<file path="config.mk">
export PLATFORM = sky130hd
export DESIGN_NAME = mdio_master
export DESIGN_NICKNAME = d
export VERILOG_FILES = /design/src/rtl/mdio_pkg.sv /design/src/rtl/mdio_clkdiv.sv /design/src/rtl/mdio_shifter.sv /design/src/rtl/mdio_master.sv
export SDC_FILE = /design/constraint.sdc
export NUM_CORES = 1
export LEC_CHECK = 0
export BUFFER_PORTS_ARGS = -buffer_cell sky130_fd_sc_hd__buf_4
export CAP_MARGIN = 15
export CORE_UTILIZATION = 45
export CTS_BUF_LIST = sky130_fd_sc_hd__clkbuf_16
export DETAILED_ROUTE_END_ITERATION = 8
export PLACE_DENSITY = 0.69
export SLEW_MARGIN = 30
export SYNTH_ARGS = -nofsm -noshare
export SYNTH_HDL_FRONTEND = slang
export SYNTH_SLANG_ARGS = --single-unit
</file>
<file path="constraint.sdc">
create_clock -name clk -period 4.3 [get_ports clk]
set_clock_uncertainty 0.15 [all_clocks]
set_input_delay 0.645 -clock clk [delete_from_list [all_inputs] [get_ports clk]]
set_output_delay 0.645 -clock clk [all_outputs]
set_load 0.05 [all_outputs]
</file>
<file path="src/rtl/mdio_pkg.sv">
package mdio_pkg;
    localparam int FRAME_BITS = 64;
    localparam int TA_POS     = 46;
    localparam int DATA_POS   = 48;
    localparam int DATA_W     = 16;
    localparam int FLD_W      = 5;
    localparam int BIDX_W     = $clog2(FRAME_BITS);

    typedef logic [1:0] op_t;
    localparam op_t OP_READ = 2'b10;

    typedef struct packed {
        op_t               op;
        logic [FLD_W-1:0]  phy;
        logic [FLD_W-1:0]  regad;
        logic [DATA_W-1:0] wdata;
    } xact_t;

    function automatic logic is_read(op_t op);
        return op == OP_READ;
    endfunction

    function automatic logic [FRAME_BITS-1:0] build_frame(xact_t x);
        return {32'hFFFF_FFFF, 2'b01, x.op, x.phy, x.regad, 2'b10, x.wdata};
    endfunction
endpackage

</file>
<file path="src/rtl/mdio_clkdiv.sv">
module mdio_clkdiv #(
    parameter int MDC_HALF = 25
) (
    input  logic clk,
    input  logic rst,
    input  logic run,
    output logic mdc,
    output logic rise,
    output logic fall
);
    localparam int CW = (MDC_HALF > 1) ? $clog2(MDC_HALF) : 1;

    logic [CW-1:0] cnt;
    logic          tick;

    assign tick = run && (cnt == CW'(MDC_HALF - 1));
    assign rise = tick && !mdc;
    assign fall = tick && mdc;

    always_ff @(posedge clk) begin
        if (rst || !run) begin
            cnt <= '0;
            mdc <= 1'b0;
        end else if (tick) begin
            cnt <= '0;
            mdc <= ~mdc;
        end else begin
            cnt <= cnt + 1'b1;
        end
    end
endmodule

</file>
<file path="src/rtl/mdio_shifter.sv">
module mdio_shifter
    import mdio_pkg::*;
(
    input  logic              clk,
    input  logic              rst,
    input  logic              start,
    input  xact_t             xact,
    input  logic              rise,
    input  logic              fall,
    input  logic              mdio_i,
    output logic              busy,
    output logic              finish,
    output logic              rd,
    output logic              mdio_o,
    output logic              mdio_oe,
    output logic [DATA_W-1:0] cap
);
    logic [FRAME_BITS-1:0] sr;
    logic [BIDX_W-1:0]     bidx;

    assign finish  = busy && fall && (bidx == BIDX_W'(FRAME_BITS - 1));
    assign mdio_o  = busy ? sr[FRAME_BITS-1] : 1'b0;
    assign mdio_oe = busy && !(rd && (bidx >= BIDX_W'(TA_POS)));

    always_ff @(posedge clk) begin
        if (rst) begin
            busy <= 1'b0;
            rd   <= 1'b0;
            sr   <= '0;
            bidx <= '0;
            cap  <= '0;
        end else if (start && !busy) begin
            busy <= 1'b1;
            rd   <= is_read(xact.op);
            sr   <= build_frame(xact);
            bidx <= '0;
        end else if (busy) begin
            if (rise && rd && (bidx >= BIDX_W'(DATA_POS)))
                cap <= {cap[DATA_W-2:0], mdio_i};
            if (fall) begin
                sr <= sr << 1;
                if (finish) busy <= 1'b0;
                else        bidx <= bidx + 1'b1;
            end
        end
    end

    // a frame in flight keeps its direction whatever the host does
    a_r6_frame_held: assert property (@(posedge clk) disable iff (rst)
        (busy && $past(busy)) |-> $stable(rd));
endmodule

</file>
<file path="src/rtl/mdio_master.sv">
module mdio_master
    import mdio_pkg::*;
#(
    parameter int MDC_HALF = 25
) (
    input  logic        clk,
    input  logic        rst,
    input  logic        host_sel,
    input  logic [1:0]  host_op,
    input  logic [9:0]  host_addr,
    input  logic [15:0] host_wdata,
    input  logic        host_req,
    output logic [15:0] host_rdata,
    output logic        host_rdy,
    output logic        mdc,
    output logic        mdio_o,
    output logic        mdio_oe,
    input  logic        mdio_i
);
    logic              accept;
    logic              busy;
    logic              finish;
    logic              rd;
    logic              rise;
    logic              fall;
    logic [DATA_W-1:0] cap;
    xact_t             xact;

    assign accept = host_req && host_sel && host_rdy;
    assign xact   = '{op: host_op, phy: host_addr[9:5],
                      regad: host_addr[4:0], wdata: host_wdata};

    mdio_clkdiv #(.MDC_HALF(MDC_HALF)) u_div (
        .clk(clk), .rst(rst), .run(busy),
        .mdc(mdc), .rise(rise), .fall(fall)
    );

    mdio_shifter u_shift (
        .clk(clk), .rst(rst), .start(accept), .xact(xact),
        .rise(rise), .fall(fall), .mdio_i(mdio_i),
        .busy(busy), .finish(finish), .rd(rd),
        .mdio_o(mdio_o), .mdio_oe(mdio_oe), .cap(cap)
    );

    always_ff @(posedge clk) begin
        if (rst) begin
            host_rdy   <= 1'b1;
            host_rdata <= '0;
        end else if (accept) begin
            host_rdy <= 1'b0;
        end else if (finish) begin
            host_rdy <= 1'b1;
            if (rd) host_rdata <= cap;
        end
    end

    // the host never sees ready during a frame
    a_r5_busy_not_ready: assert property (@(posedge clk) disable iff (rst)
        busy |-> !host_rdy);

    // a request without select leaves the block idle
    a_r1_sel_gate: assert property (@(posedge clk) disable iff (rst)
        (host_rdy && host_req && !host_sel) |=> host_rdy);

    // MDC is parked low whenever no frame runs
    a_r7_idle_mdc: assert property (@(posedge clk) disable iff (rst)
        !busy |-> !mdc);

    // serial output moves only with a falling MDC edge
    a_r8_drive_on_fall: assert property (@(posedge clk) disable iff (rst)
        (busy && $past(busy) && !$stable(mdio_o)) |-> $fell(mdc));

    // captured read bits move only with a rising MDC edge
    a_r8_sample_on_rise: assert property (@(posedge clk) disable iff (rst)
        (!$stable(cap)) |-> $rose(mdc));
endmodule

</file>
==> impl_metrics.tcl <==
set metrics [dict create \
    maxSlewViolCount 0 \
    internal_power_mw 1.51 \
    swShare_pct 22.6 \
    cts_setup_buffers 0 \
    power.total_mw 1.96 \
    postRouteAntennaNets 0 \
    min_period_ps 2820 \
    max-vdd-ir-drop_mv 0.168 \
    drc 0 \
    crit_required_ps 4420 \
    leakage_nw 1.90 \
    rsz0062_at_grt "no" \
    period_share_pct 65.5 \
    rows 35 \
    htree_levels 3 \
    synthesis.area_um2 4280 \
    drive_gt1_share_pct 15.4 \
    worstSkewPairLatency_ps 330 \
    synth_flop_cell "dfxtp_1" \
    nets 525 \
    yosysUniqueCellTypes 42 \
    via_count 3269 \
    ys_ff_latch 111 \
    hpwl_um 5190 \
    cts_resized 0 \
    fp.dieH_um 99.5 \
    critPathKind "flop to flop" \
    yosysTopAreaCellShare_pct 51.9 \
    core_um2 9240 \
    grt_pass1_vias 2976 \
    tritoncts "yes" \
    port_buffers 52 \
    r2r-start "u_div.cnt[0]$_SDFF_PP0_" \
    grt_pass1_wl_um 13500 \
    yosys_warnings 0 \
    grt_max_degree 89 \
    wl_um 8000 \
    crit_arrival_ps 2930 \
    worst_pin_slew_ps 788 \
    cts_made_buffers 9 \
    synth.most_common_cell "dfxtp_1" \
    grt_antenna_before_repair 0 \
    viasPerCell 5.25 \
    die-width_um 99.5 \
    avgSynthCellArea_um2 9.36 \
    power_switching_mw 0.443 \
    hold_start "u_shift.sr[13]$_SDFFE_PP0P_" \
    setup.worst_path.start_class "flop" \
    maxCapViolations 0 \
    gp_congestion 0.719 \
    p_comb_share_pct 6.6 \
    clkTransAtPathRegs_ps 70 \
    setup_viol 0 \
    drt_pass1_iterations 5 \
    routedWlPerCell_um 12.8 \
    synthArstFlopShare_pct 0 \
    holdWs_ps 304 \
    synth_edf_count 0 \
    outcome "finished, final reports clean" \
    synth_top_area_cell "dfxtp_1" \
    critical_path.max_fanout 50 \
    synth-seq-area-share_pct 51.9 \
    p_clk_share_pct 37.7 \
    num_antenna_cells 0 \
    postCtsHoldBufs 0 \
    grt_overflow 0 \
    synthCells 457 \
    fmax_mhz 355 \
    seq_power_share_pct 55.7 \
    slew_headroom_pct 47.2 \
    die_area_um2 9900 \
    end_kind "flop" \
    synthTopCellsByCount "111 x dfxtp_1, 60 x nor2_1, 43 x nand2_1" \
    min_path_type "flop to flop" \
    syn_to_final_growth_pct 16.6 \
    pwr_density_cell_nw_per_um2 392 \
    grt_usage_pct 16.8 \
    crit_start "u_div.cnt[0]$_SDFF_PP0_" \
    finalSetupTns_ps 0 \
    placed_cells 607 \
    cts_buffer_depth 2 \
    boundaryPins 53 \
    root_buffer "clkbuf_16" \
    hold_viol 0 \
    start_util_pct 46.3 \
    dr.first_iter.drc_count 159 \
    syn_nets 493 \
    fin_cells 623 \
    netlist_top_cells_area "dfxtp_1 52%, mux2i_1 7.5%, nor2_1 5.3%" \
    cts.sinks 111 \
]
==> flip-flops by register name, indices dropped and copies added, names as in the netlist <==
| signal | flops |
|---|---|
| host_rdata | 16 |
| u_shift.bidx | 6 |
| u_div.mdc | 1 |
| u_div.cnt | 5 |
| host_rdy | 1 |
| u_shift.rd | 1 |
| u_shift.cap | 16 |
| u_shift.sr | 64 |
| u_shift.busy | 1 |
==> placed cells by master (no fill, tap or decap), types with 2 or more instances in the layout <==
cell type   count
nand2b_1       33
o21ai_0         3
a31oi_1         2
a21oi_1        31
a41oi_1         2
nor2_1         59
clkinvlp_4      2
nand3b_1        2
nand2_1        43
o22ai_1        33
nand3_1         6
o41ai_1         3
inv_1           5
clkbuf_16       9
mux2i_1        32
buf_4          54
a311oi_1        2
clkinv_1        2
ha_1            3
and3_1          2
xor2_1          3
dfxtp_1       111
a22oi_1        26
o311ai_0        2
and4b_1         2
==> power groups by stage <==
stage | Sequential (mW) | Combinational, mW | Clock (mW)
6_report | 1.09 | 0.130 | 0.738
5_1_grt | 1.09 | 0.145 | 0.797
4_1_cts | 1.09 | 0.131 | 0.758
3_5_place_dp | 1.11 | 0.130 | 0
3_3_place_gp | 1.11 | 0.125 | 0
2_1_floorplan | 1.11 | 0.0890 | 0
==> logic make-up (layout without fill, tap and decap cells) <==
group           Yosys count  count (layout)  synth area share [%]
compound gates          109             109                  16.5
fa+ha+maj                 3               3                 0.878
xor+xnor                  4               4                 0.819
flops                   111             111                  51.9
mux                      32              32                  7.49
buf+inv                  38              75                  3.98
simple gates            160             160                  18.4
==> worst max-delay path: stages, from the launching register on <==
cell and delay, ps:
dfxtp_1 330, inv_1 60, ha_1 160, and4b_1 400, nand3_4 480, nor3_4 730, buf_6 240, mux2i_1 190
==> stage by stage <==
step	instance area (um^2)	worst slack, ps	util [%]
floorplan	4280	2280	-
global placement	4700	1420	50.8
detailed placement	4720	1470	51.1
CTS	4990	1460	54.0
global route	4990	1230	54.0
finish	4990	1480	54.0
==> cell type report <==
type | instances | area [um^2]
fill | 854 | 4250
sequential | 111 | 2220
multi-input combinational | 308 | 1910
timing repair buffer | 55 | 417
clock buffer | 9 | 225
tap | 129 | 161
clock inverter | 7 | 40.0
inverter | 4 | 15.0
==> final timing paths <==
| kind | endpoint | slack (ps) | cells past startpoint |
|---|---|---|---|
| setup reg to reg | host_rdata[12]$_SDFFE_PP0P_ | 1480 | 7 |
| hold reg to reg | u_shift.sr[13]$_SDFFE_PP0P_ | 300 | 2 |
| setup / recovery | host_rdata[12]$_SDFFE_PP0P_ | 1480 | 7 |
| hold / removal | u_shift.sr[13]$_SDFFE_PP0P_ | 300 | 2 |
==> routing by layer <==
metal  wire length (um)  GRT usage (%)
met2               3570           25.5
met3                378           3.37
met4                105           7.01
met1               3940           23.5
met5                  0              0
Power figures use the tool's default switching activity.
